$ cat config.mk
export PLATFORM = sky130hd
export DESIGN_NAME = cty_mailbox_ctrl
export DESIGN_NICKNAME = d
export VERILOG_FILES = /design/src/rtl/cty_mbx_pkg.sv /design/src/rtl/cty_evt_counter.sv /design/src/rtl/cty_poll_timer.sv /design/src/rtl/cty_irq_latch.sv /design/src/rtl/cty_mbx_seq.sv /design/src/rtl/cty_mailbox_ctrl.sv
export SDC_FILE = /design/constraint.sdc
export NUM_CORES = 1
export LEC_CHECK = 0
export CAP_MARGIN = 20
export CELL_PAD_IN_SITES_DETAIL_PLACEMENT = 1
export CELL_PAD_IN_SITES_GLOBAL_PLACEMENT = 1
export CORE_ASPECT_RATIO = 1.4
export CORE_MARGIN = 2
export CORE_UTILIZATION = 26
export CTS_CLUSTER_DIAMETER = 150
export DETAILED_ROUTE_END_ITERATION = 12
export PLACE_DENSITY_LB_ADDON = 0.25
export REMOVE_ABC_BUFFERS = 1
export SLEW_MARGIN = 20
export SYNTH_ARGS = -nofsm -noshare
export SYNTH_HDL_FRONTEND = slang
export SYNTH_SLANG_ARGS = --single-unit
$ cat constraint.sdc
create_clock -name clk -period 1.55 [get_ports clk]
set_input_delay 0.31 -clock clk [delete_from_list [all_inputs] [get_ports clk]]
set_output_delay 0.31 -clock clk [all_outputs]
set_load 0.02 [all_outputs]
$ cat src/rtl/cty_mbx_pkg.sv
package cty_mbx_pkg;

    localparam int WORD_W  = 36;
    localparam int CHAR_W  = 7;
    localparam int BYTE_W  = 8;
    localparam int VLD_BIT = 8;

    typedef logic [WORD_W-1:0] word_t;
    typedef logic [CHAR_W-1:0] char_t;

    localparam word_t WORD_CHAR_MASK = word_t'((1 << CHAR_W) - 1);
    localparam logic [BYTE_W-1:0] BYTE_CHAR_MASK = BYTE_W'((1 << CHAR_W) - 1);

    typedef enum logic [3:0] {
        ST_INIT_OUT,
        ST_INIT_IN,
        ST_IDLE,
        ST_STOP_WR,
        ST_RD_OUT,
        ST_CHK_OUT,
        ST_TX,
        ST_CLR_OUT,
        ST_RD_IN,
        ST_CHK_IN,
        ST_POLL,
        ST_WR_IN
    } seq_state_e;

    typedef struct packed {
        logic  req;
        logic  we;
        word_t data;
    } mem_cmd_t;

    function automatic char_t word_to_char(input word_t w);
        return char_t'(w & WORD_CHAR_MASK);
    endfunction

    function automatic char_t byte_to_char(input logic [BYTE_W-1:0] b);
        return char_t'(b & BYTE_CHAR_MASK);
    endfunction

    function automatic logic word_valid(input word_t w);
        return w[VLD_BIT];
    endfunction

    function automatic word_t char_to_word(input char_t c);
        word_t w;
        w = '0;
        w[CHAR_W-1:0] = c;
        w[VLD_BIT] = 1'b1;
        return w;
    endfunction

endpackage

$ cat src/rtl/cty_evt_counter.sv
module cty_evt_counter #(
    parameter int W = 16
) (
    input  logic         clk,
    input  logic         rst,
    input  logic         inc_i,
    output logic [W-1:0] count_o
);

    always_ff @(posedge clk) begin
        if (rst)        count_o <= '0;
        else if (inc_i) count_o <= count_o + 1'b1;
    end

endmodule

$ cat src/rtl/cty_poll_timer.sv
module cty_poll_timer #(
    parameter int POLL_CYC = 64
) (
    input  logic clk,
    input  logic rst,
    output logic tick_o
);

    localparam int PW = (POLL_CYC > 2) ? $clog2(POLL_CYC) : 1;
    localparam logic [PW-1:0] LAST = PW'(POLL_CYC - 1);

    logic [PW-1:0] cnt_q;

    always_ff @(posedge clk) begin
        if (rst)              cnt_q <= '0;
        else if (cnt_q == LAST) cnt_q <= '0;
        else                  cnt_q <= cnt_q + 1'b1;
    end

    assign tick_o = (cnt_q == LAST);

    generate
        if (POLL_CYC > 1) begin : g_spacing
            a_r10_tick_single: assert property (@(posedge clk) disable iff (rst)
                tick_o |=> !tick_o);
        end
    endgenerate

endmodule

$ cat src/rtl/cty_irq_latch.sv
module cty_irq_latch (
    input  logic clk,
    input  logic rst,
    input  logic set_i,
    input  logic clr_i,
    output logic irq_o
);

    always_ff @(posedge clk) begin
        if (rst)        irq_o <= 1'b0;
        else if (set_i) irq_o <= 1'b1;
        else if (clr_i) irq_o <= 1'b0;
    end

    a_r8_level_held: assert property (@(posedge clk) disable iff (rst)
        (irq_o && !clr_i) |=> irq_o);

    a_r8_set_wins: assert property (@(posedge clk) disable iff (rst)
        set_i |=> irq_o);

endmodule

$ cat src/rtl/cty_mbx_seq.sv
module cty_mbx_seq
    import cty_mbx_pkg::*;
#(
    parameter int                ADDR_W    = 16,
    parameter logic [ADDR_W-1:0] OUT_ADDR  = 'h33,
    parameter logic [ADDR_W-1:0] IN_ADDR   = 'h32,
    parameter logic [ADDR_W-1:0] SW_ADDR   = 'h31,
    parameter word_t             STOP_CODE = 36'd3840
) (
    input  logic              clk,
    input  logic              rst,
    input  logic              attn_i,
    input  logic              stop_i,
    input  logic              poll_tick_i,
    output logic              mem_req_o,
    output logic              mem_we_o,
    output logic [ADDR_W-1:0] mem_addr_o,
    output word_t             mem_wdata_o,
    input  word_t             mem_rdata_i,
    output logic              tx_valid_o,
    output char_t             tx_data_o,
    input  logic              tx_ready_i,
    input  logic              rx_valid_i,
    input  logic [BYTE_W-1:0] rx_data_i,
    input  logic              rx_break_i,
    output logic              rx_ready_o,
    output logic              irq_set_o,
    output logic              tx_done_o,
    output logic              rx_done_o
);

    seq_state_e state_q, state_d;
    logic attn_pend_q, stop_pend_q, poll_pend_q;
    logic take_attn, take_stop, take_poll;
    logic ld_tx, ld_rx;
    char_t tx_hold_q, rx_hold_q;
    mem_cmd_t cmd;
    logic [ADDR_W-1:0] addr_d;

    always_comb begin
        state_d   = state_q;
        cmd       = '0;
        addr_d    = OUT_ADDR;
        tx_valid_o = 1'b0;
        rx_ready_o = 1'b0;
        irq_set_o = 1'b0;
        tx_done_o = 1'b0;
        rx_done_o = 1'b0;
        take_attn = 1'b0;
        take_stop = 1'b0;
        take_poll = 1'b0;
        ld_tx     = 1'b0;
        ld_rx     = 1'b0;
        unique case (state_q)
            ST_INIT_OUT: begin
                cmd = '{req: 1'b1, we: 1'b1, data: '0};
                addr_d = OUT_ADDR;
                state_d = ST_INIT_IN;
            end
            ST_INIT_IN: begin
                cmd = '{req: 1'b1, we: 1'b1, data: '0};
                addr_d = IN_ADDR;
                state_d = ST_IDLE;
            end
            ST_IDLE: begin
                if (stop_pend_q) begin
                    take_stop = 1'b1;
                    state_d = ST_STOP_WR;
                end else if (attn_pend_q) begin
                    take_attn = 1'b1;
                    state_d = ST_RD_OUT;
                end else if (poll_pend_q) begin
                    take_poll = 1'b1;
                    state_d = ST_RD_IN;
                end
            end
            ST_STOP_WR: begin
                cmd = '{req: 1'b1, we: 1'b1, data: STOP_CODE};
                addr_d = SW_ADDR;
                state_d = ST_IDLE;
            end
            ST_RD_OUT: begin
                cmd.req = 1'b1;
                addr_d = OUT_ADDR;
                state_d = ST_CHK_OUT;
            end
            ST_CHK_OUT: begin
                if (word_valid(mem_rdata_i)) begin
                    ld_tx = 1'b1;
                    state_d = ST_TX;
                end else begin
                    state_d = ST_RD_IN;
                end
            end
            ST_TX: begin
                tx_valid_o = 1'b1;
                if (tx_ready_i) begin
                    tx_done_o = 1'b1;
                    state_d = ST_CLR_OUT;
                end
            end
            ST_CLR_OUT: begin
                cmd = '{req: 1'b1, we: 1'b1, data: '0};
                addr_d = OUT_ADDR;
                irq_set_o = 1'b1;
                state_d = ST_IDLE;
            end
            ST_RD_IN: begin
                cmd.req = 1'b1;
                addr_d = IN_ADDR;
                state_d = ST_CHK_IN;
            end
            ST_CHK_IN: begin
                state_d = word_valid(mem_rdata_i) ? ST_IDLE : ST_POLL;
            end
            ST_POLL: begin
                rx_ready_o = 1'b1;
                if (rx_valid_i && !rx_break_i) begin
                    ld_rx = 1'b1;
                    state_d = ST_WR_IN;
                end else begin
                    state_d = ST_IDLE;
                end
            end
            ST_WR_IN: begin
                cmd = '{req: 1'b1, we: 1'b1, data: char_to_word(rx_hold_q)};
                addr_d = IN_ADDR;
                irq_set_o = 1'b1;
                rx_done_o = 1'b1;
                state_d = ST_IDLE;
            end
            default: state_d = ST_IDLE;
        endcase
    end

    always_ff @(posedge clk) begin
        if (rst) begin
            state_q     <= ST_INIT_OUT;
            attn_pend_q <= 1'b0;
            stop_pend_q <= 1'b0;
            poll_pend_q <= 1'b0;
            tx_hold_q   <= '0;
            rx_hold_q   <= '0;
        end else begin
            state_q     <= state_d;
            attn_pend_q <= attn_i | (attn_pend_q & ~take_attn);
            stop_pend_q <= stop_i | (stop_pend_q & ~take_stop);
            poll_pend_q <= poll_tick_i | (poll_pend_q & ~take_poll);
            if (ld_tx) tx_hold_q <= word_to_char(mem_rdata_i);
            if (ld_rx) rx_hold_q <= byte_to_char(rx_data_i);
        end
    end

    assign mem_req_o   = cmd.req;
    assign mem_we_o    = cmd.we;
    assign mem_wdata_o = cmd.data;
    assign mem_addr_o  = addr_d;
    assign tx_data_o   = tx_hold_q;

    // backpressure keeps the character
    a_r3_tx_hold: assert property (@(posedge clk) disable iff (rst)
        (tx_valid_o && !tx_ready_i) |=> (tx_valid_o && $stable(tx_data_o)));

    a_r3_no_early_clear: assert property (@(posedge clk) disable iff (rst)
        tx_valid_o |-> !(mem_req_o && mem_we_o));

    a_r4_clear_after_accept: assert property (@(posedge clk) disable iff (rst)
        (tx_valid_o && tx_ready_i) |=>
            (mem_req_o && mem_we_o && mem_addr_o == OUT_ADDR && mem_wdata_o == '0));

    a_r5_deposit_after_take: assert property (@(posedge clk) disable iff (rst)
        (rx_valid_i && rx_ready_o && !rx_break_i) |=>
            (mem_req_o && mem_we_o && mem_addr_o == IN_ADDR && mem_wdata_o[VLD_BIT]));

    a_r5_in_word_shape: assert property (@(posedge clk) disable iff (rst)
        (mem_req_o && mem_we_o && mem_addr_o == IN_ADDR) |->
            (mem_wdata_o[WORD_W-1:VLD_BIT+1] == '0 && mem_wdata_o[VLD_BIT-1:CHAR_W] == '0));

    a_r6_poll_after_clear: assert property (@(posedge clk) disable iff (rst)
        $rose(rx_ready_o) |->
            ($past(mem_rdata_i[VLD_BIT]) == 1'b0 &&
             $past(mem_req_o && !mem_we_o && mem_addr_o == IN_ADDR, 2)));

    a_r7_break_no_write: assert property (@(posedge clk) disable iff (rst)
        (rx_valid_i && rx_ready_o && rx_break_i) |=> !(mem_req_o && mem_we_o) && !irq_set_o);

    a_r11_one_stream: assert property (@(posedge clk) disable iff (rst)
        !(tx_valid_o && rx_ready_o));

endmodule

$ cat src/rtl/cty_mailbox_ctrl.sv
module cty_mailbox_ctrl
    import cty_mbx_pkg::*;
#(
    parameter int                ADDR_W    = 16,
    parameter logic [ADDR_W-1:0] OUT_ADDR  = 'h33,
    parameter logic [ADDR_W-1:0] IN_ADDR   = 'h32,
    parameter logic [ADDR_W-1:0] SW_ADDR   = 'h31,
    parameter logic [35:0]       STOP_CODE = 36'd3840,
    parameter int                POLL_CYC  = 64,
    parameter int                CNT_W     = 16
) (
    input  logic              clk,
    input  logic              rst,
    input  logic              attn_i,
    input  logic              stop_req_i,
    input  logic              irq_clr_i,
    output logic              irq_o,
    output logic              mem_req_o,
    output logic              mem_we_o,
    output logic [ADDR_W-1:0] mem_addr_o,
    output logic [35:0]       mem_wdata_o,
    input  logic [35:0]       mem_rdata_i,
    output logic              tx_valid_o,
    output logic [6:0]        tx_data_o,
    input  logic              tx_ready_i,
    input  logic              rx_valid_i,
    input  logic [7:0]        rx_data_i,
    input  logic              rx_break_i,
    output logic              rx_ready_o,
    output logic [CNT_W-1:0]  tx_count_o,
    output logic [CNT_W-1:0]  rx_count_o
);

    localparam int N_CNT = 2;

    logic poll_tick;
    logic irq_set;
    logic tx_done, rx_done;
    logic [N_CNT-1:0] cnt_inc;
    logic [CNT_W-1:0] cnt_val [N_CNT];

    cty_poll_timer #(.POLL_CYC(POLL_CYC)) u_timer (
        .clk    (clk),
        .rst    (rst),
        .tick_o (poll_tick)
    );

    cty_mbx_seq #(
        .ADDR_W    (ADDR_W),
        .OUT_ADDR  (OUT_ADDR),
        .IN_ADDR   (IN_ADDR),
        .SW_ADDR   (SW_ADDR),
        .STOP_CODE (STOP_CODE)
    ) u_seq (
        .clk         (clk),
        .rst         (rst),
        .attn_i      (attn_i),
        .stop_i      (stop_req_i),
        .poll_tick_i (poll_tick),
        .mem_req_o   (mem_req_o),
        .mem_we_o    (mem_we_o),
        .mem_addr_o  (mem_addr_o),
        .mem_wdata_o (mem_wdata_o),
        .mem_rdata_i (mem_rdata_i),
        .tx_valid_o  (tx_valid_o),
        .tx_data_o   (tx_data_o),
        .tx_ready_i  (tx_ready_i),
        .rx_valid_i  (rx_valid_i),
        .rx_data_i   (rx_data_i),
        .rx_break_i  (rx_break_i),
        .rx_ready_o  (rx_ready_o),
        .irq_set_o   (irq_set),
        .tx_done_o   (tx_done),
        .rx_done_o   (rx_done)
    );

    cty_irq_latch u_irq (
        .clk   (clk),
        .rst   (rst),
        .set_i (irq_set),
        .clr_i (irq_clr_i),
        .irq_o (irq_o)
    );

    assign cnt_inc = {rx_done, tx_done};

    for (genvar g = 0; g < N_CNT; g++) begin : g_cnt
        cty_evt_counter #(.W(CNT_W)) u_cnt (
            .clk     (clk),
            .rst     (rst),
            .inc_i   (cnt_inc[g]),
            .count_o (cnt_val[g])
        );
    end

    assign tx_count_o = cnt_val[0];
    assign rx_count_o = cnt_val[1];

    // reset state of the host-facing outputs
    a_r1_quiet_after_reset: assert property (@(posedge clk)
        $fell(rst) |-> (!irq_o && !tx_valid_o && tx_count_o == '0 && rx_count_o == '0));

endmodule

==> flow_summary.html, run 1 <==
<table>
<tr><th>Metric</th><th>Value</th></tr>
<tr><th colspan="2">Run status</th></tr>
<tr><td>Status</td><td>complete, but fails checks</td></tr>
<tr><td>Violations in the final reports</td><td>setup timing</td></tr>
<tr><th colspan="2">Floorplanning</th></tr>
<tr><td># rows</td><td>47</td></tr>
<tr><td>Area enclosed by the die boundary</td><td>0.01274 mm2</td></tr>
<tr><td>Boundary pin count</td><td>148</td></tr>
<tr><td>Initial core utilization</td><td>0.2630</td></tr>
<tr><td>Horizontal extent of the die</td><td>95.96 um</td></tr>
<tr><td>Core footprint</td><td>0.01170 mm2</td></tr>
<tr><td>Vertical die dimension</td><td>132.7 um</td></tr>
<tr><th colspan="2">GRT</th></tr>
<tr><td>Number of global-route vias before repair</td><td>2942</td></tr>
<tr><td>Global route overflow</td><td>0</td></tr>
<tr><td>Antenna violations before repair</td><td>0</td></tr>
<tr><td>Overall routing resource usage</td><td>0.1433</td></tr>
<tr><td>Wire length of the first global-routing pass</td><td>14170 um</td></tr>
<tr><td>Largest net degree at the start of global routing</td><td>24</td></tr>
<tr><th colspan="2">Clock tree</th></tr>
<tr><td>Worst-path clk slew</td><td>0.05 ns</td></tr>
<tr><td>Total CTS buffers</td><td>9</td></tr>
<tr><td>Number of clock sinks</td><td>60</td></tr>
<tr><td>CTS tree</td><td>done</td></tr>
<tr><td>Maximum level of the CTS H-tree</td><td>3</td></tr>
<tr><td>Cell chosen for the clock root</td><td>clkbuf_16</td></tr>
<tr><td>Insertion delay to the later sink of the worst-skew pair</td><td>0.33 ns</td></tr>
<tr><td>Max clock buf depth</td><td>2</td></tr>
<tr><th colspan="2">STA</th></tr>
<tr><td>Final-layout setup total negative slack</td><td>-3.711 ns</td></tr>
<tr><td>Achievable Freq</td><td>556.0 MHz</td></tr>
<tr><td>Final setup margin</td><td>-0.2487 ns</td></tr>
<tr><td>Hold violation total from the final report</td><td>0</td></tr>
<tr><td>Unrepaired setup endpoints after global routing</td><td>true</td></tr>
<tr><td>Post-route clock skew</td><td>0.006678 ns</td></tr>
<tr><td>Hold Slack</td><td>0.3530 ns</td></tr>
<tr><td>Final-report max-slew violation count</td><td>0</td></tr>
<tr><td>Setup violators final</td><td>27</td></tr>
<tr><td>Final worst path period share</td><td>1.160</td></tr>
<tr><td>Shortest period the worst path allows</td><td>1.799 ns</td></tr>
<tr><th colspan="2">Pwr</th></tr>
<tr><td>Fraction of power spent switching nets</td><td>0.2816</td></tr>
<tr><td>Total power density per cell area</td><td>951.6 mW/mm2</td></tr>
<tr><td>Sequential fraction of design power</td><td>0.355</td></tr>
<tr><td>Switching power</td><td>1.321 mW</td></tr>
<tr><td>Max rail drop VDD</td><td>0.5951 mV</td></tr>
<tr><td>Cell-internal power</td><td>3.368 mW</td></tr>
<tr><td>Clock Power Share</td><td>0.367</td></tr>
<tr><td>Fraction of power consumed by combinational cells</td><td>0.277</td></tr>
<tr><td>Static Leak</td><td>2.340 nW</td></tr>
<tr><th colspan="2">Route</th></tr>
<tr><td>First-pass iteration count of the detailed router</td><td>4</td></tr>
<tr><td>First-iteration detailed-routing DRC count</td><td>27</td></tr>
<tr><td>Sum of routed wire length over all layers</td><td>8824 um</td></tr>
<tr><td>Detailed-route vias per instance</td><td>4.452</td></tr>
<tr><td>Mean routed wirelength per cell</td><td>13.47 um</td></tr>
<tr><td>Via Count</td><td>2916</td></tr>
<tr><td>Residual DRC count</td><td>0</td></tr>
<tr><td>Post-route antenna net violation count</td><td>0</td></tr>
<tr><th colspan="2">Synthesis</th></tr>
<tr><td>EDFF count, synth</td><td>0</td></tr>
<tr><td>Fraction of synthesis flops using an asynchronous set or reset pin</td><td>0</td></tr>
<tr><td>Count of state elements after synthesis</td><td>60</td></tr>
<tr><td>Distinct cells, synth</td><td>50</td></tr>
<tr><td>Sequential cell area fraction in the yosys report</td><td>0.3902</td></tr>
<tr><td>Post-synthesis instance area</td><td>0.003078 mm2</td></tr>
<tr><td>Most used flip-flop cell after synthesis</td><td>dfxtp_1</td></tr>
<tr><td>Yosys synthesis warning count</td><td>0</td></tr>
<tr><td>Post-synthesis cell count</td><td>357</td></tr>
<tr><td>Mean Syn Cell Area</td><td>8.622 um2</td></tr>
<tr><th colspan="2">Placed design</th></tr>
<tr><td>GP Congestion</td><td>0.6848</td></tr>
<tr><td>Final HPWL from detailed placement</td><td>6433 um</td></tr>
<tr><td>Number of placed cells counting well taps</td><td>623</td></tr>
<tr><td>Pre-CTS setup slack</td><td>-0.4546 ns</td></tr>
<tr><td>I/O Buffers</td><td>79</td></tr>
<tr><th colspan="2">Critical path</th></tr>
<tr><td>Endpoint class of the critical path</td><td>flip-flop</td></tr>
<tr><td>Setup CP Type</td><td>flip-flop to flip-flop</td></tr>
<tr><td>Peak per-stage delay on the critical path</td><td>0.53 ns</td></tr>
<tr><td>Critical-path top delay cell</td><td>or4b_4</td></tr>
<tr><td>Top fanout value on the critical path</td><td>5</td></tr>
<tr><td>Data arrival time of the critical path</td><td>1.99 ns</td></tr>
<tr><td>List of cells traversed by the critical path</td><td>buf_6 -&gt; or4b_4 -&gt; or3_4 -&gt; o211ai_4 -&gt; a311oi_2</td></tr>
<tr><td>Startpoint class of the critical path</td><td>flip-flop</td></tr>
<tr><td>Critical path required time</td><td>1.74 ns</td></tr>
<tr><th colspan="2">Layout</th></tr>
<tr><td>Core utilization of the finished layout</td><td>0.4210</td></tr>
<tr><td>Post-route non-filler standard cell count</td><td>655</td></tr>
<tr><td>Number of antenna cells inserted</td><td>0</td></tr>
<tr><td>Sequential cell area in the final layout</td><td>0.001217 mm2</td></tr>
<tr><td>Filler cell count</td><td>1367</td></tr>
<tr><td>Most frequent cells in the layout</td><td>buf_4, dfxtp_1, nor2_1</td></tr>
<tr><td>Area taken by multi-input logic gates</td><td>0.001853 mm2</td></tr>
<tr><td>Fraction of layout cells with a size suffix above 1</td><td>0.3346</td></tr>
<tr><td>Layout overhead on the synthesized area</td><td>60.08%</td></tr>
<tr><td>Final nets</td><td>562</td></tr>
<tr><td>Most common cell after layout, fill and taps aside</td><td>buf_4</td></tr>
<tr><th colspan="2">Job</th></tr>
<tr><td>Max capacitance violation total</td><td>0</td></tr>
<tr><th colspan="2">Worst hold path</th></tr>
<tr><td>Path class of the lowest-slack min-delay path</td><td>input pin to flip-flop</td></tr>
</table>
==> final timing paths <==
| path | startpoint | end | slack [ns] | depth (start not counted) |
|---|---|---|---|---|
| worst max register to register | u_seq.state_q[0] | u_seq.state_q[3] | -0.25 | 5 |
| worst min register to register | u_timer.cnt_q[0] | u_timer.cnt_q[0] | 0.46 | 1 |
| worst max-delay path | u_seq.state_q[0] | u_seq.state_q[3] | -0.25 | 5 |
| worst min-delay path | rst | g_cnt[1].u_cnt.count_o[7] | 0.35 | 2 |
==> logic make-up after synthesis <==
family                   synth area share
AND/OR/NAND/NOR                    0.2589
flip-flops                         0.3902
AO/OA/AOI/OAI                     0.09106
multiplexers                      0.04919
adder cells (fa/ha/maj)           0.01220
buffers and inverters              0.1276
other                            0.002440
XOR/XNOR                          0.06829
==> per-stage QoR <==
| step | area (um2) | total power, mW |
|---|---|---|
| after floorplan | 2854 | 2.182 |
| after global placement | 4259 | 2.649 |
| after detailed placement | 4259 | 2.669 |
| after CTS | 4621 | 4.555 |
| after global routing | 4927 | 4.936 |
| final | 4927 | 4.689 |
==> worst max-delay path: cells and delay by family (launching register included) <==
family                 cells  cell delay (ns)
DFF                        1             0.36
and+or+nand+nor            2             0.91
buffers and inverters      1             0.12
AOI/OAI and AO/OA          2             0.27
==> registers in the layout, summed over array words and instances (netlist names) <==
| signal | count |
|---|---|
| g_cnt.u_cnt.count_o | 32 |
| u_seq.attn_pend_q | 1 |
| u_seq.state_q | 4 |
| u_seq.rx_hold_q | 7 |
| u_seq.tx_data_o | 7 |
| u_irq.irq_o | 1 |
| u_seq.stop_pend_q | 1 |
| u_timer.cnt_q | 6 |
| u_seq.poll_pend_q | 1 |
==> layout make-up <==
| class | instances | share of cell area |
|---|---|---|
| timing repair buffer | 157 | 0.2829 |
| clock buffer | 12 | 0.05003 |
| inverter | 8 | 0.006602 |
| sequential | 60 | 0.2471 |
| multi-input combinational | 271 | 0.3761 |
| tap | 147 | 0.03733 |
==> per-layer routing <==
layer	routed length [um]	global-route usage	up-vias
met1	3465	0.1531	1383
met3	404	0.03815	8
met2	4827	0.2607	85
met4	127	0.05556	0
li1	-	-	1440
met5	0	0	-
==> Yosys cell counts (2+ instances only) <==
cell type  instances  area share
and2_1             8       0.016
nor2_1            47       0.057
and3_1             4      0.0081
or2_2              4      0.0081
o21ai_0            9       0.015
nand4_1            8       0.016
or3_1              5       0.010
buf_2              2      0.0033
inv_1              7      0.0085
nand4b_1           2      0.0057
clkbuf_1           9       0.011
xor2_1            10       0.028
nor2b_1            5       0.010
o21a_1             2      0.0049
buf_4             41        0.10
nand2_1           20       0.024
or4_1              4      0.0098
xnor2_1           14       0.040
a31o_2             2      0.0057
mux2i_1           14       0.046
ha_1               3       0.012
a21oi_1           21       0.034
dfxtp_1           60        0.39
nor4_1             3      0.0061
nand2b_1           4      0.0081
o31ai_1            4      0.0098
buf_1              3      0.0037
nor3_1             5      0.0081
and4_1             3      0.0085
conb_1             2      0.0024
nand3_1           13       0.021
==> power by group through the flow <==
stage | sequential (mW) | combinational, mW | clock, mW
finish | 1.67 | 1.30 | 1.72
global route | 1.67 | 1.41 | 1.85
CTS | 1.66 | 1.10 | 1.80
detailed placement | 1.68 | 0.991 | 0
global placement | 1.67 | 0.979 | 0
floorplan | 1.72 | 0.458 | 0
==> repair_timing <==
| action | CTS | global route |
|---|---|---|
| setup endpoints to repair | 99 | 58 |
| cloned | 0 | 0 |
| hold endpoints to repair | 0 | 0 |
| hold buffers | 0 | 0 |
| pin swaps | 9 | 26 |
| gates resized for setup | 155 | 67 |
| buffers inserted | 12 | 10 |
Power figures use the tool's default switching activity.
==> run 2, diff against run 1 <==
--- a/config.mk
+++ b/config.mk
@@ -10,7 +10,8 @@
 export CELL_PAD_IN_SITES_GLOBAL_PLACEMENT = 1
 export CORE_ASPECT_RATIO = 1.4
 export CORE_MARGIN = 2
-export CORE_UTILIZATION = 26
+export CORE_UTILIZATION = 27
+export CTS_BUF_LIST = sky130_fd_sc_hd__clkbuf_8
 export CTS_CLUSTER_DIAMETER = 150
 export DETAILED_ROUTE_END_ITERATION = 12
 export PLACE_DENSITY_LB_ADDON = 0.25
@@ -18,4 +19,5 @@
 export SLEW_MARGIN = 20
 export SYNTH_ARGS = -nofsm -noshare
 export SYNTH_HDL_FRONTEND = slang
+export SYNTH_HIERARCHICAL = 1
 export SYNTH_SLANG_ARGS = --single-unit
==> run 2 against run 1 <==
Against the previous run:
- the run still ends with setup timing left
- synthesized area rose by 3.2%
- maximum frequency fell by 4.4%
- synthesized cell count rose by 1.1%
- die area fell by 0.59%
- sequential power barely moved
- final cell count rose by 1.1%
- power fell by 9.3%
- clock-buffer cell count fell by 1
- global-route usage rose by 0.27 points
- largest cell class unchanged
==> flow_summary.html, run 2 <==
<table>
<tr><th>Metric</th><th>Value</th></tr>
<tr><th colspan="2">Run status</th></tr>
<tr><td>Status</td><td>complete, but fails checks</td></tr>
<tr><td>Violations in the final reports</td><td>setup timing</td></tr>
<tr><th colspan="2">Critical path</th></tr>
<tr><td>Family with the most delay on the worst path</td><td>simple AND/OR/NAND/NOR gates</td></tr>
<tr><td>Startpoint class of the critical path</td><td>flip-flop</td></tr>
<tr><td>Critical-path top delay cell</td><td>or3b_4</td></tr>
<tr><td>Buffers &amp; Inverters on Critical Path</td><td>2 (+1)</td></tr>
<tr><td>Data arrival time of the critical path</td><td>2.16 ns (+0.17 ns)</td></tr>
<tr><td>Setup CP Type</td><td>flip-flop to flip-flop</td></tr>
<tr><td>Top fanout value on the critical path</td><td>5 (unchanged)</td></tr>
<tr><td>Peak per-stage delay on the critical path</td><td>0.42 ns (-0.11 ns)</td></tr>
<tr><td>Critical register-to-register path startpoint</td><td>u_seq/state_q[2]</td></tr>
<tr><td>Critical path required time</td><td>1.82 ns (+0.08 ns)</td></tr>
<tr><td>FF-to-FF End</td><td>g_cnt[1].u_cnt/count_o[13]</td></tr>
<tr><td>List of cells traversed by the critical path</td><td>buf_6 -&gt; nor2b_4 -&gt; and3_4 -&gt; buf_12 -&gt; nand4_4 -&gt; nor4_4 -&gt; or3b_4 -&gt; a21oi_2</td></tr>
<tr><td>Worst-case register-to-register setup slack</td><td>-0.33 ns (-0.08 ns)</td></tr>
<tr><td>Endpoint class of the critical path</td><td>flip-flop</td></tr>
<tr><td>Length in cells of the worst reg-to-reg path</td><td>8 (+3)</td></tr>
<tr><th colspan="2">Layout</th></tr>
<tr><td>Most common cell after layout, fill and taps aside</td><td>nor2_1</td></tr>
<tr><td>Design Area, Final</td><td>0.005205 mm2 (+5.6%)</td></tr>
<tr><td>Register containing the most flip-flops in the final layout</td><td>g_cnt.u_cnt/count_o</td></tr>
<tr><td>Max FFs per register</td><td>32 (unchanged)</td></tr>
<tr><td>Most frequent cells in the layout</td><td>nor2_1, buf_4, dfxtp_1</td></tr>
<tr><td>Final nets</td><td>569 (+1.2%)</td></tr>
<tr><td>Layout overhead on the synthesized area</td><td>63.84%</td></tr>
<tr><td>Number of antenna cells inserted</td><td>0 (unchanged)</td></tr>
<tr><td>Post-route non-filler standard cell count</td><td>662 (+1.1%)</td></tr>
<tr><td>Filler cell count</td><td>1343 (-1.8%)</td></tr>
<tr><td>Fraction of layout cells with a size suffix above 1</td><td>0.3784 (+0.04373)</td></tr>
<tr><th colspan="2">GRT</th></tr>
<tr><td>Wire length of the first global-routing pass</td><td>14500 um (+2.4%)</td></tr>
<tr><td>Number of global-route vias before repair</td><td>3020 (+2.7%)</td></tr>
<tr><td>Antenna violations before repair</td><td>0 (unchanged)</td></tr>
<tr><td>Overall routing resource usage</td><td>0.1460 (+0.002676)</td></tr>
<tr><td>Global route overflow</td><td>0 (unchanged)</td></tr>
<tr><td>Largest net degree at the start of global routing</td><td>21 (-13%)</td></tr>
<tr><th colspan="2">Placed design</th></tr>
<tr><td>Number of placed cells counting well taps</td><td>624 (+0.16%)</td></tr>
<tr><td>Total cell area at the placement stage</td><td>0.004374 mm2 (+2.7%)</td></tr>
<tr><td>Final HPWL from detailed placement</td><td>6427 um (about the same)</td></tr>
<tr><td>I/O Buffers</td><td>79 (unchanged)</td></tr>
<tr><td>GP Congestion</td><td>0.7612 (+11%)</td></tr>
<tr><th colspan="2">Synthesis</th></tr>
<tr><td>Synth area leader</td><td>dfxtp_1</td></tr>
<tr><td>Top post-synthesis cells by area</td><td>dfxtp_1, buf_4, nor2_1</td></tr>
<tr><td>Most used flip-flop cell after synthesis</td><td>dfxtp_1</td></tr>
<tr><td>Post-synthesis cell count</td><td>361 (+1.1%)</td></tr>
<tr><td>Proportion of netlist area held by the largest area contributor</td><td>0.3781 (-0.01214)</td></tr>
<tr><td>Mean Syn Cell Area</td><td>8.800 um2 (+2.1%)</td></tr>
<tr><td>EDFF count, synth</td><td>0 (unchanged)</td></tr>
<tr><td>Sequential cell area fraction in the yosys report</td><td>0.3781 (-0.01214)</td></tr>
<tr><td>Post-synthesis instance area</td><td>0.003177 mm2 (+3.2%)</td></tr>
<tr><td>Most common library cells after synthesis</td><td>dfxtp_1, nor2_1, buf_4, nand2_1</td></tr>
<tr><td>Fraction of synthesis flops using an asynchronous set or reset pin</td><td>0 (unchanged)</td></tr>
<tr><td>Distinct cells, synth</td><td>50 (unchanged)</td></tr>
<tr><td>Count of state elements after synthesis</td><td>60 (unchanged)</td></tr>
<tr><td>Yosys synthesis warning count</td><td>6 (+6)</td></tr>
<tr><th colspan="2">Pwr</th></tr>
<tr><td>Total power density per cell area</td><td>816.7 mW/mm2 (-14%)</td></tr>
<tr><td>Switching power</td><td>1.338 mW (+1.3%)</td></tr>
<tr><td>Fraction of power spent switching nets</td><td>0.3148 (+0.03312)</td></tr>
<tr><td>Fraction of power consumed by combinational cells</td><td>0.318 (+0.041)</td></tr>
<tr><td>Static Leak</td><td>2.504 nW (+7.0%)</td></tr>
<tr><td>Cell-internal power</td><td>2.913 mW (-14%)</td></tr>
<tr><td>Sequential fraction of design power</td><td>0.389 (+0.034)</td></tr>
<tr><td>Clock Power Share</td><td>0.294 (-0.073)</td></tr>
<tr><td>Max rail drop VDD</td><td>0.3400 mV (-43%)</td></tr>
<tr><th colspan="2">STA</th></tr>
<tr><td>Unrepaired setup endpoints after global routing</td><td>true</td></tr>
<tr><td>Post-route clock skew</td><td>0.008907 ns (+0.002229 ns)</td></tr>
<tr><td>Relative max-transition margin</td><td>0.6327</td></tr>
<tr><td>Actual transition at the worst max-transition pin</td><td>0.5497 ns</td></tr>
<tr><td>Final worst path period share</td><td>1.214 (+0.05379)</td></tr>
<tr><td>Achievable Freq</td><td>531.3 MHz (-4.4%)</td></tr>
<tr><td>Final-report max-slew violation count</td><td>0 (unchanged)</td></tr>
<tr><td>Setup violators final</td><td>64 (+140%)</td></tr>
<tr><td>Final setup margin</td><td>-0.3321 ns (-0.08338 ns)</td></tr>
<tr><td>Hold violation total from the final report</td><td>0 (unchanged)</td></tr>
<tr><td>Shortest period the worst path allows</td><td>1.882 ns (+0.08338 ns)</td></tr>
<tr><th colspan="2">Floorplanning</th></tr>
<tr><td>Core footprint</td><td>0.01140 mm2 (-2.6%)</td></tr>
<tr><td>Boundary pin count</td><td>148 (unchanged)</td></tr>
<tr><td>Vertical die dimension</td><td>132.3 um (-0.30%)</td></tr>
<tr><td>Initial core utilization</td><td>0.2788 (+0.01575)</td></tr>
<tr><td>Horizontal extent of the die</td><td>95.68 um (-0.29%)</td></tr>
<tr><td># rows</td><td>46 (-2.1%)</td></tr>
<tr><td>Area enclosed by the die boundary</td><td>0.01266 mm2 (-0.59%)</td></tr>
<tr><th colspan="2">Route</th></tr>
<tr><td>Detailed-route vias per instance</td><td>4.449 (about the same)</td></tr>
<tr><td>Via Count</td><td>2945 (+0.99%)</td></tr>
<tr><td>First-pass iteration count of the detailed router</td><td>4 (unchanged)</td></tr>
<tr><td>Mean routed wirelength per cell</td><td>14.15 um (+5.1%)</td></tr>
<tr><td>Sum of routed wire length over all layers</td><td>9369 um (+6.2%)</td></tr>
<tr><td>Post-route antenna net violation count</td><td>0 (unchanged)</td></tr>
<tr><td>First-iteration detailed-routing DRC count</td><td>57 (+110%)</td></tr>
<tr><td>Residual DRC count</td><td>0 (unchanged)</td></tr>
<tr><th colspan="2">Clock tree</th></tr>
<tr><td>CTS tree</td><td>done</td></tr>
<tr><td>Cell chosen for the clock root</td><td>clkbuf_8</td></tr>
<tr><td>Max clock buf depth</td><td>2 (unchanged)</td></tr>
<tr><td>Maximum level of the CTS H-tree</td><td>3 (unchanged)</td></tr>
<tr><td>Worst-path clk slew</td><td>0.07 ns (+0.02 ns)</td></tr>
<tr><td>Number of clock sinks</td><td>60 (unchanged)</td></tr>
<tr><td>Total CTS buffers</td><td>9 (unchanged)</td></tr>
<tr><td>Insertion delay to the later sink of the worst-skew pair</td><td>0.34 ns (about the same)</td></tr>
<tr><th colspan="2">Worst hold path</th></tr>
<tr><td>Worst hold path depth</td><td>2 (unchanged)</td></tr>
<tr><td>Path class of the lowest-slack min-delay path</td><td>input pin to flip-flop</td></tr>
<tr><td>WHS Endpoint</td><td>u_timer/cnt_q[2]</td></tr>
<tr><td>Start point of the worst min-delay path</td><td>rst</td></tr>
<tr><th colspan="2">Job</th></tr>
<tr><td>Max capacitance violation total</td><td>0 (unchanged)</td></tr>
</table>
[run 2: layout make-up]
type | count | area, um2 | share of cell area
multi-input cells | 272 | 2086 | 0.4007
repair buffers | 163 | 1524 | 0.2928
flip-flops and latches | 60 | 1216 | 0.2337
well taps | 144 | 180.2 | 0.03462
clock buffers | 11 | 151.4 | 0.02909
inverters | 8 | 30.03 | 0.005769
clock inverters | 4 | 17.52 | 0.003365
[run 2: cells by family after synthesis]
kind of cell               after synthesis  share of synthesized area
and+or+nand+nor                        149                     0.2670
AOI/OAI and AO/OA                       36                    0.07680
xor gates and xnor gates                25                    0.06892
DFF                                     60                     0.3781
muxes                                   20                    0.06459
other                                    2                   0.002364
adders and majority gates                3                    0.01182
buffers and inverters                   66                     0.1304
[run 2: through the flow]
stage / setup TNS, ns / hold slack (ns) / worst slack, ns / power, mW / util
global placement: -16.00 / 0.4417 / -0.4961 / 2.675 / 0.3838
CTS: -9.602 / 0.3724 / -0.2761 / 4.156 / 0.4328
detailed placement: -18.92 / 0.4693 / -0.5650 / 2.687 / 0.3838
global route: -17.07 / 0.3839 / -0.4565 / 4.479 / 0.4567
floorplan: -33.48 / 0.3724 / -1.248 / 2.230 / -
finish: -11.60 / 0.3814 / -0.3321 / 4.251 / 0.4567
[run 2: worst register-to-register path: cells and delay by family (launching register included)]
kind | cells | cell delay [ns]
compound gates | 1 | 0.13
buf+inv | 2 | 0.25
flops | 1 | 0.36
simple gates | 5 | 1.10
[run 2: worst max path at each step]
stage	start	end	slack, ns	cells past startpoint
global route	u_seq/state_q[0]	g_cnt[0].u_cnt/count_o[5]	-0.46	9
CTS	u_seq/state_q[1]	g_cnt[0].u_cnt/count_o[13]	-0.28	7
detailed placement	u_seq/state_q[2]	g_cnt[0].u_cnt/count_o[14]	-0.57	6
global placement	u_seq/state_q[2]	g_cnt[0].u_cnt/count_o[12]	-0.50	7
finish	u_seq/state_q[2]	g_cnt[1].u_cnt/count_o[13]	-0.33	8
floorplan	u_seq/state_q[2]	g_cnt[0].u_cnt/count_o[13]	-1.25	6
[run 2: power by group through the flow]
stage                     Clock [mW]  Sequential (mW)  Combinational [mW]
after floorplan                    0             1.72               0.511
final                           1.25             1.65                1.35
after CTS                       1.30             1.65                1.21
after global routing            1.37             1.66                1.45
after global placement             0             1.66                1.02
after detailed placement           0             1.66                1.03
[run 2: repair_timing]
item	4_1_cts	5_1_grt
gates cloned	0	1
hold buffers	0	0
buffers inserted	14	14
gates resized for setup	208	48
endpoints found under the setup margin	104	70
pin swaps	22	32
[run 2: routing by layer]
layer  part of all wire  GRT usage
met1               0.37     0.1535
met5                  0          0
met2               0.57     0.2743
met4              0.016    0.05238
met3              0.046    0.03259
==> run 3, diff against run 2 <==
--- a/config.mk
+++ b/config.mk
@@ -14,6 +14,7 @@
 export CTS_BUF_LIST = sky130_fd_sc_hd__clkbuf_8
 export CTS_CLUSTER_DIAMETER = 150
 export DETAILED_ROUTE_END_ITERATION = 12
+export GPL_TIMING_DRIVEN = 0
 export PLACE_DENSITY_LB_ADDON = 0.25
 export REMOVE_ABC_BUFFERS = 1
 export SLEW_MARGIN = 20
==> run 3 against run 2 <==
Against the previous run:
- the flow still finishes with violations (setup timing)
- hold slack improved by 0.082 ns
- clock-buffer cell count fell by 1
- power rose by 18%
- global-route usage fell by 0.42 points
- register-to-register slack got worse by 0.05 ns
- flip-flop and latch count did not move
- first-iteration DRC count rose by 3.5%
- clock power rose by 26%
- non-clock buffer count fell by 29
- critical path type unchanged
==> flow_summary.html, run 3 (same netlist as run 2, synthesis figures left out) <==
<table>
<tr><th>Metric</th><th>Value</th></tr>
<tr><th colspan="2">Run status</th></tr>
<tr><td>Status</td><td>complete, but fails checks</td></tr>
<tr><td>Violations in the final reports</td><td>setup timing</td></tr>
<tr><th colspan="2">Critical path</th></tr>
<tr><td>FF-to-FF End</td><td>u_seq/state_q[3]</td></tr>
<tr><td>Critical register-to-register path startpoint</td><td>u_seq/state_q[0]</td></tr>
<tr><td>Endpoint class of the critical path</td><td>flip-flop</td></tr>
<tr><td>Critical path required time</td><td>1.74 ns (-0.08 ns)</td></tr>
<tr><td>List of cells traversed by the critical path</td><td>buf_6 -&gt; buf_12 -&gt; or4b_4 -&gt; or3_4 -&gt; o221ai_4 -&gt; nor3_1</td></tr>
<tr><td>Startpoint class of the critical path</td><td>flip-flop</td></tr>
<tr><td>Setup CP Type</td><td>flip-flop to flip-flop</td></tr>
<tr><td>Data arrival time of the critical path</td><td>2.13 ns (-0.03 ns)</td></tr>
<tr><td>Length in cells of the worst reg-to-reg path</td><td>6 (-2)</td></tr>
<tr><td>Worst-case register-to-register setup slack</td><td>-0.39 ns (-0.05 ns)</td></tr>
<tr><td>Peak per-stage delay on the critical path</td><td>0.49 ns (+0.07 ns)</td></tr>
<tr><td>Critical-path top delay cell</td><td>or4b_4</td></tr>
<tr><td>Top fanout value on the critical path</td><td>3 (-2)</td></tr>
<tr><th colspan="2">STA</th></tr>
<tr><td>Relative max-transition margin</td><td>0.5088 (-0.1239)</td></tr>
<tr><td>Achievable Freq</td><td>516.7 MHz (-2.8%)</td></tr>
<tr><td>Final-report max-slew violation count</td><td>0 (unchanged)</td></tr>
<tr><td>Actual transition at the worst max-transition pin</td><td>0.7351 ns (+0.1854 ns)</td></tr>
<tr><td>Unrepaired setup endpoints after global routing</td><td>true</td></tr>
<tr><td>Final worst path period share</td><td>1.249 (+0.03436)</td></tr>
<tr><td>Setup violators final</td><td>58 (-9.4%)</td></tr>
<tr><td>Shortest period the worst path allows</td><td>1.935 ns (+0.05326 ns)</td></tr>
<tr><td>Final setup margin</td><td>-0.3853 ns (-0.05326 ns)</td></tr>
<tr><td>Post-route clock skew</td><td>0.01169 ns (+0.002786 ns)</td></tr>
<tr><td>Hold Slack</td><td>0.4633 ns (+0.08194 ns)</td></tr>
<tr><td>Final-layout setup total negative slack</td><td>-12.50 ns (-0.8997 ns)</td></tr>
<tr><td>Hold violation total from the final report</td><td>0 (unchanged)</td></tr>
<tr><th colspan="2">Placed design</th></tr>
<tr><td>Total cell area at the placement stage</td><td>0.003914 mm2 (-11%)</td></tr>
<tr><td>Final HPWL from detailed placement</td><td>5540 um (-14%)</td></tr>
<tr><td>I/O Buffers</td><td>79 (unchanged)</td></tr>
<tr><td>GP Congestion</td><td>0.7251 (-4.7%)</td></tr>
<tr><th colspan="2">Layout</th></tr>
<tr><td>Most frequent cells in the layout</td><td>nor2_1, dfxtp_1, dlygate4sd2_1</td></tr>
<tr><td>Design Area, Final</td><td>0.005070 mm2 (-2.6%)</td></tr>
<tr><td>Most common cell after layout, fill and taps aside</td><td>nor2_1</td></tr>
<tr><td>Layout overhead on the synthesized area</td><td>59.59%</td></tr>
<tr><td>Final nets</td><td>540 (-5.1%)</td></tr>
<tr><td>Number of antenna cells inserted</td><td>0 (unchanged)</td></tr>
<tr><td>Fraction of layout cells with a size suffix above 1</td><td>0.3531 (-0.02532)</td></tr>
<tr><td>Filler cell count</td><td>1306 (-2.8%)</td></tr>
<tr><td>Max FFs per register</td><td>32 (unchanged)</td></tr>
<tr><td>Register containing the most flip-flops in the final layout</td><td>g_cnt.u_cnt/count_o</td></tr>
<tr><th colspan="2">Route</th></tr>
<tr><td>First-pass iteration count of the detailed router</td><td>4 (unchanged)</td></tr>
<tr><td>Via Count</td><td>2894 (-1.7%)</td></tr>
<tr><td>Post-route antenna net violation count</td><td>0 (unchanged)</td></tr>
<tr><td>First-iteration detailed-routing DRC count</td><td>59 (+3.5%)</td></tr>
<tr><td>Detailed-route vias per instance</td><td>4.565 (+2.6%)</td></tr>
<tr><td>Mean routed wirelength per cell</td><td>14.42 um (+1.9%)</td></tr>
<tr><td>Residual DRC count</td><td>0 (unchanged)</td></tr>
<tr><td>Sum of routed wire length over all layers</td><td>9143 um (-2.4%)</td></tr>
<tr><th colspan="2">Clock tree</th></tr>
<tr><td>CTS tree</td><td>done</td></tr>
<tr><td>Cell chosen for the clock root</td><td>clkbuf_8</td></tr>
<tr><td>CTS Hold Bufs</td><td>0 (unchanged)</td></tr>
<tr><td>Number of clock sinks</td><td>60 (unchanged)</td></tr>
<tr><td>Maximum level of the CTS H-tree</td><td>3 (unchanged)</td></tr>
<tr><td>Total CTS buffers</td><td>9 (unchanged)</td></tr>
<tr><td>Max clock buf depth</td><td>2 (unchanged)</td></tr>
<tr><td>Insertion delay to the later sink of the worst-skew pair</td><td>0.34 ns (about the same)</td></tr>
<tr><td>Worst-path clk slew</td><td>0.07 ns (about the same)</td></tr>
<tr><th colspan="2">Pwr</th></tr>
<tr><td>Max rail drop VDD</td><td>0.4147 mV (+22%)</td></tr>
<tr><td>Total power density per cell area</td><td>990.3 mW/mm2 (+21%)</td></tr>
<tr><td>Static Leak</td><td>2.424 nW (-3.2%)</td></tr>
<tr><th colspan="2">GRT</th></tr>
<tr><td>Largest net degree at the start of global routing</td><td>64 (+200%)</td></tr>
<tr><td>Wire length of the first global-routing pass</td><td>14090 um (-2.9%)</td></tr>
<tr><td>Number of global-route vias before repair</td><td>2814 (-6.8%)</td></tr>
<tr><td>Global route overflow</td><td>0 (unchanged)</td></tr>
<tr><td>Grt met1 use</td><td>0.1582 (+0.004765)</td></tr>
<tr><td>Overall routing resource usage</td><td>0.1418 (-0.004228)</td></tr>
<tr><td>Antenna violations before repair</td><td>0 (unchanged)</td></tr>
<tr><td>Met3 global-route usage</td><td>0.02916 (-0.003431)</td></tr>
<tr><td>Most utilized layer in the global route result</td><td>met2</td></tr>
<tr><td>GR Layer Usage met2</td><td>0.2537 (-0.02059)</td></tr>
<tr><th colspan="2">Job</th></tr>
<tr><td>Max capacitance violation total</td><td>0 (unchanged)</td></tr>
<tr><th colspan="2">Worst hold path</th></tr>
<tr><td>Path class of the lowest-slack min-delay path</td><td>flip-flop to flip-flop</td></tr>
<tr><td>Start point of the worst min-delay path</td><td>u_timer/cnt_q[0]</td></tr>
<tr><td>WHS Endpoint</td><td>u_timer/cnt_q[0]</td></tr>
<tr><td>Worst hold path depth</td><td>1 (-1)</td></tr>
<tr><th colspan="2">Floorplanning</th></tr>
<tr><td>Horizontal extent of the die</td><td>95.68 um (unchanged)</td></tr>
<tr><td>Core footprint</td><td>0.01140 mm2 (unchanged)</td></tr>
<tr><td>Boundary pin count</td><td>148 (unchanged)</td></tr>
<tr><td>Area enclosed by the die boundary</td><td>0.01266 mm2 (unchanged)</td></tr>
<tr><td>Vertical die dimension</td><td>132.3 um (unchanged)</td></tr>
<tr><td>Initial core utilization</td><td>0.2788 (unchanged)</td></tr>
<tr><td># rows</td><td>46 (unchanged)</td></tr>
</table>
==> run 3: worst max-delay path, delay by kind of cell (launching register included) <==
family          cells  cell delay (ns)
compound gates      1             0.22
flops               1             0.36
buf+inv             2             0.25
simple gates        3             0.96
==> run 3: per-stage QoR <==
stage	utilization	total power, mW	cells	setup slack [ns]
final	0.4449	5.021	634	-0.3853
after global routing	0.4449	5.248	634	-0.4762
after CTS	0.4130	4.749	617	-0.3718
after detailed placement	0.3434	2.576	564	-1.169
after global placement	0.3424	2.549	563	-1.598
after floorplan	-	2.230	340	-1.248
==> run 3: worst max-delay path by stage <==
stage / start / to / slack (ns)
6_report: u_seq/state_q[0] / u_seq/state_q[3] / -0.39
5_1_grt: u_seq/state_q[0] / g_cnt[1].u_cnt/count_o[13] / -0.48
4_1_cts: u_seq/state_q[0] / g_cnt[0].u_cnt/count_o[13] / -0.37
3_5_place_dp: u_seq/state_q[2] / g_cnt[0].u_cnt/count_o[13] / -1.17
3_3_place_gp: mem_rdata_i[8] / u_seq/tx_data_o[2] / -1.60
2_1_floorplan: u_seq/state_q[2] / g_cnt[0].u_cnt/count_o[13] / -1.25
==> run 3: what timing repair did <==
| action | in CTS | in global routing |
|---|---|---|
| pin swaps | 21 | 21 |
| gates cloned | 1 | 0 |
| setup buffers | 36 | 19 |
| endpoints found under the setup margin | 109 | 68 |
| gates resized for setup | 207 | 61 |
| hold endpoints to repair | 0 | 0 |
==> run 3: final cells by class <==
type                    instances  area (um2)  share of cell area
flip-flops and latches         60        1227              0.2421
inverters                       8       30.03            0.005923
multi-input cells             272        2135              0.4210
well taps                     144       180.2             0.03554
clock inverters                 6       80.08             0.01579
repair buffers                134        1280              0.2525
clock buffers                  10       137.6             0.02715
==> run 3: where the power goes <==
| part | total (mW) | internal (mW) | switching, mW |
|---|---|---|---|
| combinational | 1.76 | 0.946 | 0.810 |
| clock | 1.58 | 0.935 | 0.642 |
| sequential | 1.69 | 1.60 | 0.0832 |
==> run 3: routing by layer <==
metal | part of all wire | wire [um]
met4 | 0.019 | 171
met3 | 0.042 | 385
met5 | 0 | 0
met1 | 0.39 | 3539
met2 | 0.55 | 5046
